--- src/rtl/rxdec_pkg.sv ---
package rxdec_pkg;

    localparam int CG_W  = 5;
    localparam int NIB_W = 4;

    typedef enum logic [1:0] {
        S_IDLE,
        S_SSD2,
        S_DATA,
        S_ESD2
    } rx_state_e;

    typedef enum logic [2:0] {
        G_DATA,
        G_IDLE,
        G_J,
        G_K,
        G_T,
        G_R,
        G_BAD
    } cg_kind_e;

    localparam logic [CG_W-1:0]  CG_IDLE = 5'b11111;
    localparam logic [CG_W-1:0]  CG_J    = 5'b11000;
    localparam logic [CG_W-1:0]  CG_K    = 5'b10001;
    localparam logic [CG_W-1:0]  CG_T    = 5'b01101;
    localparam logic [CG_W-1:0]  CG_R    = 5'b00111;

    localparam logic [NIB_W-1:0] NIB_PRE  = 4'b0101;
    localparam logic [NIB_W-1:0] NIB_ERR  = 4'b1110;
    localparam logic [NIB_W-1:0] NIB_ZERO = 4'b0000;

endpackage

--- src/rtl/rxdec_classify.sv ---
module rxdec_classify
    import rxdec_pkg::*;
(
    input  logic [CG_W-1:0]  cg,
    output cg_kind_e         kind,
    output logic [NIB_W-1:0] nib
);

    always_comb begin
        kind = G_DATA;
        nib  = NIB_ZERO;
        unique case (cg)
            5'b11110: nib = 4'h0;
            5'b01001: nib = 4'h1;
            5'b10100: nib = 4'h2;
            5'b10101: nib = 4'h3;
            5'b01010: nib = 4'h4;
            5'b01011: nib = 4'h5;
            5'b01110: nib = 4'h6;
            5'b01111: nib = 4'h7;
            5'b10010: nib = 4'h8;
            5'b10011: nib = 4'h9;
            5'b10110: nib = 4'hA;
            5'b10111: nib = 4'hB;
            5'b11010: nib = 4'hC;
            5'b11011: nib = 4'hD;
            5'b11100: nib = 4'hE;
            5'b11101: nib = 4'hF;
            CG_IDLE:  kind = G_IDLE;
            CG_J:     kind = G_J;
            CG_K:     kind = G_K;
            CG_T:     kind = G_T;
            CG_R:     kind = G_R;
            default:  kind = G_BAD;
        endcase
    end

endmodule

--- src/rtl/rxdec_lookahead.sv ---
module rxdec_lookahead
    import rxdec_pkg::*;
#(
    parameter int W = CG_W,
    parameter logic [W-1:0] RST_VAL = '1
) (
    input  logic         clk,
    input  logic         rst,
    input  logic         adv,
    input  logic [W-1:0] d,
    output logic [W-1:0] q
);

    always_ff @(posedge clk) begin
        if (rst) begin
            q <= RST_VAL;
        end else if (adv) begin
            q <= d;
        end
    end

endmodule

--- src/rtl/rxdec_fsm.sv ---
module rxdec_fsm
    import rxdec_pkg::*;
(
    input  logic             clk,
    input  logic             rst,
    input  logic             adv,
    input  cg_kind_e         prev_kind,
    input  logic [NIB_W-1:0] prev_nib,
    input  cg_kind_e         cur_kind,
    output logic [NIB_W-1:0] rxd,
    output logic             rx_dv,
    output logic             rx_er,
    output logic             crs
);

    rx_state_e        state_q;
    rx_state_e        state_d;
    logic [NIB_W-1:0] rxd_d;
    logic             dv_d;
    logic             er_d;
    logic             crs_d;

    // state register
    always_ff @(posedge clk) begin
        if (rst) begin
            state_q <= S_IDLE;
        end else if (adv) begin
            state_q <= state_d;
        end
    end

    // next state and next outputs for the held-back group
    always_comb begin
        state_d = state_q;
        rxd_d   = NIB_ZERO;
        dv_d    = 1'b0;
        er_d    = 1'b0;
        crs_d   = 1'b0;
        unique case (state_q)
            S_IDLE: begin
                if (prev_kind == G_J && cur_kind == G_K) begin
                    state_d = S_SSD2;
                    rxd_d   = NIB_PRE;
                    dv_d    = 1'b1;
                    crs_d   = 1'b1;
                end
            end
            S_SSD2: begin
                state_d = S_DATA;
                rxd_d   = NIB_PRE;
                dv_d    = 1'b1;
                crs_d   = 1'b1;
            end
            S_DATA: begin
                if (prev_kind == G_T && cur_kind == G_R) begin
                    state_d = S_ESD2;
                    crs_d   = 1'b1;
                end else if (prev_kind == G_IDLE) begin
                    state_d = S_IDLE;
                    er_d    = 1'b1;
                end else if (prev_kind == G_DATA) begin
                    rxd_d   = prev_nib;
                    dv_d    = 1'b1;
                    crs_d   = 1'b1;
                end else begin
                    rxd_d   = NIB_ERR;
                    dv_d    = 1'b1;
                    er_d    = 1'b1;
                    crs_d   = 1'b1;
                end
            end
            S_ESD2: begin
                state_d = S_IDLE;
            end
            default: state_d = S_IDLE;
        endcase
    end

    // output registers
    always_ff @(posedge clk) begin
        if (rst) begin
            rxd   <= NIB_ZERO;
            rx_dv <= 1'b0;
            rx_er <= 1'b0;
            crs   <= 1'b0;
        end else if (adv) begin
            rxd   <= rxd_d;
            rx_dv <= dv_d;
            rx_er <= er_d;
            crs   <= crs_d;
        end else if (state_q == S_IDLE) begin
            rx_er <= 1'b0;
        end
    end

endmodule

--- src/rtl/rxdec_top.sv ---
module rxdec_top
    import rxdec_pkg::*;
(
    input  logic             clk,
    input  logic             rst,
    input  logic             cg_valid,
    input  logic [CG_W-1:0]  cg_in,
    output logic [NIB_W-1:0] rxd,
    output logic             rx_dv,
    output logic             rx_er,
    output logic             crs
);

    logic [CG_W-1:0]  prev_cg;
    cg_kind_e         prev_kind;
    cg_kind_e         cur_kind;
    logic [NIB_W-1:0] prev_nib;
    logic [NIB_W-1:0] cur_nib_unused;

    rxdec_lookahead #(.W(CG_W), .RST_VAL(CG_IDLE)) hold_i (
        .clk (clk),
        .rst (rst),
        .adv (cg_valid),
        .d   (cg_in),
        .q   (prev_cg)
    );

    rxdec_classify prev_cls_i (
        .cg   (prev_cg),
        .kind (prev_kind),
        .nib  (prev_nib)
    );

    rxdec_classify cur_cls_i (
        .cg   (cg_in),
        .kind (cur_kind),
        .nib  (cur_nib_unused)
    );

    rxdec_fsm fsm_i (
        .clk       (clk),
        .rst       (rst),
        .adv       (cg_valid),
        .prev_kind (prev_kind),
        .prev_nib  (prev_nib),
        .cur_kind  (cur_kind),
        .rxd       (rxd),
        .rx_dv     (rx_dv),
        .rx_er     (rx_er),
        .crs       (crs)
    );

endmodule

--- config.mk ---
export PLATFORM = sky130hd
export DESIGN_NAME = rxdec_top
export DESIGN_NICKNAME = d
export VERILOG_FILES = /design/src/rtl/rxdec_pkg.sv /design/src/rtl/rxdec_classify.sv /design/src/rtl/rxdec_lookahead.sv /design/src/rtl/rxdec_fsm.sv /design/src/rtl/rxdec_top.sv
export SDC_FILE = /design/constraint.sdc
export NUM_CORES = 1
export LEC_CHECK = 0
export ABC_AREA = 1
export CORE_UTILIZATION = 48
export DETAILED_ROUTE_END_ITERATION = 8
export GPL_TIMING_DRIVEN = 0
export PLACE_DENSITY = 0.8
export SLEW_MARGIN = 10
export SYNTH_ARGS = -nofsm -noshare
export SYNTH_HDL_FRONTEND = slang
export SYNTH_SLANG_ARGS = --single-unit
--- constraint.sdc ---
create_clock -name clk -period 1.41 [get_ports clk]
set_clock_uncertainty 0.2 [all_clocks]
set_input_delay 0.2115 -clock clk [delete_from_list [all_inputs] [get_ports clk]]
set_output_delay 0.2115 -clock clk [all_outputs]
set_load 0.01 [all_outputs]
==> key figures, run 1 <==
Floorplan
  • Core Region: roughly 2000 um^2
  • DIE HEIGHT: 49.35 um
  • Initial cell density of the core: 0.5270
  • Die area: 2435 um^2
  • Io pins: 15
  • Die X: a little under 50 um
  • Cell Rows: 16

STA
  • Worst hold slack: -0.001862 ns
  • Worst-Margin Slew: 0.4872 ns
  • Worst setup margin: -0.2845 ns
  • Slew Limit Fails: 0
  • Fin crit share: 1.202
  • RSZ-0062 raised after global routing: yes
  • Fmax: 590.1 MHz
  • Minimum clock period: roughly 1.7 ns
  • Relative slew margins: 0.6752
  • Final setup viols: 9
  • Final Hold Fails: 1

Yosys
  • Top FF cell, synth: dfxtp_1
  • Synthesized Nets: ~190
  • Area of the mapped netlist: 1076 um^2
  • Dominant cell type by area after synthesis: dfxtp_1
  • Number of flops mapped to enable cells by yosys: 0
  • Synth warn: 0
  • Distinct cell type count after synthesis: 23
  • Synthesized flop and latch total: 14
  • Mapped Avg Cell Area: 6.045 um^2
  • Area contributors post-synth: dfxtp_1, nand2_1, nand3_1
  • Asr flop ratio synth: 0
  • Count leader, synth: nand2_1
  • Sequential cell area fraction in the yosys report: 0.2605
  • Synth top area share: 0.2605
  • Top cells by count, synth: nand2_1, nand3_1, nor2_1
  • Syn Inst Count: 178

Finish
  • Post-layout util: 0.6893
  • Final nets: 210
  • Area growth syn-to-layout: 30.81%
  • Fillcell total: 196
  • # diodes: 0
  • Layout cells sized above 1: 0.3035

Hold path
  • Hold crit path type: input pin to register
  • WHS Path Cells: 3

Run status
  • Failing checks: negative hold slack, negative setup slack
  • Status: finished, violations left

Worst setup path
  • Largest fanout on the critical path: 7
  • Reg2Reg Depth: 11
  • Type of origin of the critical path: register
  • CP arrival: about 1.7 ns
  • Worst EP required: 1.37 ns
  • Crit path kind: register to register
  • Crit. End Element: register

CTS
  • Max Root-Sink Buffers: 2
  • Worst-path clk slew: 0.09 ns
  • CTS Root Cell: clkbuf_4
  • CTS HTree Levels: 1
  • CTS Sinks: 14
  • Worst skew pair latency: 0.29 ns
  • Hold_buf cts: 0
  • Cts bufs inserted: 3
  • CTS tree: done

Routing
  • Vias per cell: 5.443
  • Remaining DRCs: 0
  • Drt wl/cell: 12.76 um
  • Post-Route WL: slightly below 3 mm
  • Detail Route Antenna Nets: 0
  • DR vias: about 1.2k
  • DR pass1 iterations: 5
  • Iteration-0 DRC Markers: 48

Placement
  • DP HPWL: 2.063 mm
  • Port Buffers: 13
  • Placer Congestion: around 0.88

Global routing
  • Initial antenna violation count: 0
  • All-layer global routing usage: 0.2595
  • First-pass GRT wire length: 4.899 mm
  • Largest net degree at the start of global routing: 11
  • GR Overflow Total: 0
  • Number of global-route vias before repair: 1114

Pwr
  • Pwr per Cell Area: 807.4 nW/um^2
  • Leakage: 0.6529 nW
  • Worst VDD drop: 0.0007137 V

Flow run
  • Maximum Capacitance Violations: 0
==> state kept, by name (all words and copies together), names as in the netlist <==
name,count
fsm_i.crs,1
hold_i.q,5
fsm_i.state_q,2
fsm_i.rxd,4
fsm_i.rx_dv,1
fsm_i.rx_er,1
==> power breakdown <==
group	internal (W)	total [W]	leakage [nW]	switching (W)
clock network	0.000157	0.000294	0.0210	0.000137
logic	0.000149	0.000388	0.517	0.000239
registers	0.000424	0.000455	0.115	0.0000302
total	0.000731	0.00114	0.653	0.000406
==> what timing repair did <==
item | 4_1_cts | 5_1_grt
pin swaps | 6 | 1
setup endpoints to repair | 16 | 9
resized for setup | 20 | 8
gates cloned | 1 | 0
buffers inserted | 4 | 1
==> layout by cell type, fill, tap and decap left out, types with 2 or more instances in the layout <==
cell,Yosys,routed
nand2_1,39,36
buf_4,0,5
o21ai_1,4,5
nor2_2,4,4
o21ai_0,11,10
inv_1,14,12
nand3_2,2,6
clkdlybuf4s50_1,0,6
clkbuf_1,2,2
nor2_1,16,12
buf_6,3,4
a21oi_1,14,13
dlygate4sd2_1,0,7
nor2_4,3,7
dfxtp_2,0,3
nor3_1,2,2
dfxtp_1,14,9
inv_2,12,9
nand2_2,4,7
clkbuf_4,0,3
nand3_1,23,19
inv_4,0,5
a31oi_1,3,3
dfxtp_4,0,2
nand4_1,3,3
a21oi_2,1,2
==> cell families (layout without fill, tap and decap cells) <==
| logic type | after synthesis | count (layout) | share of synthesized area |
|---|---|---|---|
| compound gates | 33 | 33 | 0.1605 |
| buf+inv | 33 | 56 | 0.1372 |
| flops | 14 | 14 | 0.2605 |
| simple gates | 98 | 98 | 0.4419 |
==> critical path: stages, from the launching register on <==
cell,delay (ns)
dfxtp_4,0.41
inv_4,0.05
nor2_4,0.21
nand3_2,0.14
nand2_2,0.11
inv_2,0.03
nand2_1,0.05
nor2_1,0.04
nand2_1,0.11
nand3_1,0.10
nand2_1,0.08
a21oi_2,0.05
==> layout make-up <==
cell class,count,area (um^2),area share
Multi-Input combinational cell,131,715.7,0.5084
Sequential cell,14,291.5,0.2071
Timing Repair Buffer,19,163.9,0.1164
Inverter,27,113.9,0.08089
Buffer,6,52.55,0.03733
Clock buffer,4,36.28,0.02578
Tap cell,27,33.78,0.02400
==> per-layer routing <==
layer  GRT usage  routed length (um)
met5           0                   0
met4     0.08824                  56
met3     0.02804                 137
met2      0.4543                1411
met1      0.3251                1303
==> final timing paths <==
check / from / to / slack, ns
setup / recovery: hold_i.q[3]$_SDFFE_PP1P_ / fsm_i.rxd[2]$_SDFFE_PP0P_ / -0.28
hold reg to reg: fsm_i.rx_dv$_SDFFE_PP0P_ / fsm_i.rx_dv$_SDFFE_PP0P_ / 0.27
hold / removal: cg_valid / hold_i.q[4]$_SDFFE_PP1P_ / -0.002
setup reg to reg: hold_i.q[3]$_SDFFE_PP1P_ / fsm_i.rxd[2]$_SDFFE_PP0P_ / -0.28
==> metrics by stage <==
step                worst slack [ns]   power, W  TNS [ns]  cell area, um^2  std cells
CTS                          -0.2189   0.001117    -1.642             1380        227
detailed placement           -0.4522  0.0008133    -3.528             1275        218
global placement             -0.4270  0.0008086    -3.268             1275        218
floorplan                   -0.06150  0.0007129   -0.1666             1111        178
global route                 -0.3741   0.001204    -2.912             1408        228
finish                       -0.2845   0.001136    -2.083             1408        228
No activity file was read; power rests on OpenSTA's default activity.
==> inputs of run 2 (changes only) <==
- CELL_PAD_IN_SITES_DETAIL_PLACEMENT: unset -> 0
- CELL_PAD_IN_SITES_GLOBAL_PLACEMENT: unset -> 2
- CORE_UTILIZATION: 48 -> 25
- PLACE_DENSITY: 0.8 -> 0.79
==> run 2 against run 1 <==
- the flow finishes with violations (negative setup slack)
- total power grew 8.3%
- critical path type unchanged
- critical path depth is 1 lower
- non-clock buffer count rose by 3
- clock power up 21%
- sequential share of layout area decreased by 1.4 points
- count of clock-buffer cells in the layout unchanged
- global-route usage decreased by 10 points
==> key figures, run 2 (same netlist as run 1, synthesis figures left out) <==
Pwr
  • Leakage: 0.6822 nW (+4.5%)
  • Combinational Power Share: 0.342 (about the same)
  • Clock network power share: 0.288 (+0.029)
  • Worst VDD drop: 0.0005575 V (-22%)
  • Switching pwr: 0.0004438 W (+9.4%)
  • Pwr per Cell Area: 818.1 nW/um^2 (+1.3%)
  • Int Pwr: 0.0007866 W (+7.6%)
  • Sequential share of power: 0.369 (-0.031)
  • Net Sw Frac: 0.3607 (+0.003822)

STA
  • Worst setup margin: -0.2616 ns (+0.02293 ns)
  • Final setup viols: 9 (unchanged)
  • RSZ-0062 raised after global routing: yes
  • Fin crit share: 1.186 (-0.01626)
  • Slew Limit Fails: 0 (unchanged)
  • Relative slew margins: 0.6763 (+0.001076)
  • Worst-Margin Slew: 0.4856 ns (-0.001614 ns)
  • Minimum clock period: 1.672 ns (-0.02293 ns)
  • Fmax: 598.2 MHz (+1.4%)
  • Final Hold Fails: 0 (-1)

Hold path
  • Hold crit path type: input pin to register

Worst setup path
  • CP arrival: 1.59 ns (-0.07 ns)
  • Largest fanout on the critical path: 7 (unchanged)
  • Crit. End Element: register
  • Worst EP required: 1.33 ns (-0.04 ns)
  • Crit path kind: register to register
  • Type of origin of the critical path: register

Placement
  • Port Buffers: 13 (unchanged)
  • DP HPWL: 2.374 mm (+15%)
  • Placement Setup Slack: -0.4894 ns (-0.03724 ns)
  • Placer Congestion: 0.8601 (-2.4%)

Finish
  • Area growth syn-to-layout: 39.77%
  • Layout cells sized above 1: 0.3382 (+0.03475)
  • Max reg flops: 5 (unchanged)
  • Post-layout util: 0.3706 (-0.3187)
  • Most frequent cells in the layout: nand2_1, nand3_1, inv_1, a21oi_1
  • Most common cell after layout, fill and taps aside: nand2_1
  • Biggest regs: hold_i.q: 5 flops, fsm_i.rxd: 4 flops, fsm_i.state_q: 2 flops
  • Final nets: 213 (+1.4%)
  • Biggest register: hold_i.q
  • # diodes: 0 (unchanged)

CTS
  • CTS HTree Levels: 1 (unchanged)
  • Max Root-Sink Buffers: 2 (unchanged)
  • CTS tree: done
  • Worst skew pair latency: 0.25 ns (-0.04 ns)
  • CTS Sinks: 14 (unchanged)
  • Cts bufs inserted: 3 (unchanged)
  • Worst-path clk slew: 0.06 ns (-0.03 ns)
  • CTS Root Cell: clkbuf_8

Floorplan
  • Initial cell density of the core: 0.2652 (-0.2618)
  • Die area: 4570 um^2 (+88%)
  • Io pins: 15 (unchanged)
  • Die X: 67.61 um (+37%)
  • Cell Rows: 23 (+7)
  • DIE HEIGHT: 67.61 um (+37%)
  • Core Region: 4058 um^2 (+99%)

Global routing
  • GR Overflow Total: 0 (unchanged)
  • All-layer global routing usage: 0.1554 (-0.1041)
  • Initial antenna violation count: 0 (unchanged)
  • First-pass GRT wire length: 5.250 mm (+7.2%)
  • Largest net degree at the start of global routing: 11 (unchanged)
  • Number of global-route vias before repair: 1130 (+1.4%)

Routing
  • Detail Route Antenna Nets: 0 (unchanged)
  • Post-Route WL: 3.128 mm (+7.5%)
  • DR vias: 1196 (-3.6%)
  • Vias per cell: 4.709 (-13%)
  • Iteration-0 DRC Markers: 38 (-21%)
  • DR pass1 iterations: 4 (-1)
  • Drt wl/cell: 12.31 um (-3.5%)
  • Remaining DRCs: 0 (unchanged)

Run status
  • Status: finished, violations left
  • Failing checks: negative setup slack

Flow run
  • Maximum Capacitance Violations: 0 (unchanged)
## run 2: power groups by stage
stage	Sequential [W]	Combinational (W)	Clock, W
2_1_floorplan	0.000461	0.000252	0
3_3_place_gp	0.000459	0.000369	0
3_5_place_dp	0.000459	0.000368	0
4_1_cts	0.000453	0.000402	0.000357
5_1_grt	0.000459	0.000473	0.000380
6_report	0.000454	0.000421	0.000355
## run 2: critical path, cell delays in order, from the launching register on
cell	delay, ns
dfxtp_4	0.41
inv_4	0.05
nor2_4	0.21
buf_4	0.15
nand3_2	0.07
nand3_1	0.09
nor2_1	0.05
nand2_2	0.09
nand3_2	0.08
nand2_2	0.08
a21oi_2	0.04
## run 2: final cells by class
| type | instances | area [um^2] |
|---|---|---|
| sequential | 14 | 290.3 |
| fill | 450 | 2554 |
| inverter | 27 | 120.1 |
| timing repair buffer | 22 | 183.9 |
| clock buffer | 4 | 45.04 |
| multi-input combinational | 131 | 749.5 |
| tap | 50 | 62.56 |
| buffer | 6 | 52.55 |
## run 2: routing by layer
layer,vias to the layer above,track usage,routed length (um)
met2,17,0.2587,1466
li1,633,-,-
met3,5,0.02027,71
met5,-,0,0
met1,541,0.2020,1546
met4,0,0.05585,42
## run 2: per-stage QoR
step,cells,cell area [um^2],total power (W),hold WS (ns),TNS [ns]
floorplan,178,1111,0.0007129,0.1339,-0.1666
global placement,241,1304,0.0008277,0.2532,-3.869
detailed placement,241,1304,0.0008265,0.2622,-4.173
CTS,251,1440,0.001211,0.02219,-1.802
global route,254,1504,0.001311,0.02697,-3.117
finish,254,1504,0.001230,0.02302,-2.079
## run 2: worst paths after layout
| path | endpoint | from | slack [ns] | cells past startpoint |
|---|---|---|---|---|
| max reg2reg | fsm_i.rxd[2]$_SDFFE_PP0P_ | hold_i.q[3]$_SDFFE_PP1P_ | -0.26 | 10 |
| max | fsm_i.rxd[2]$_SDFFE_PP0P_ | hold_i.q[3]$_SDFFE_PP1P_ | -0.26 | 10 |
| min | hold_i.q[0]$_SDFFE_PP1P_ | cg_valid | 0.02 | 3 |
| min reg2reg | fsm_i.rxd[0]$_SDFFE_PP0P_ | fsm_i.rxd[0]$_SDFFE_PP0P_ | 0.26 | 2 |
## run 2: what timing repair did
item                       4_1_cts  5_1_grt
pin swaps                       10        3
buffers inserted                 5        3
hold buffers                     0        0
gates resized for setup         29       11
cloned                           1        0
setup endpoints to repair       16        9
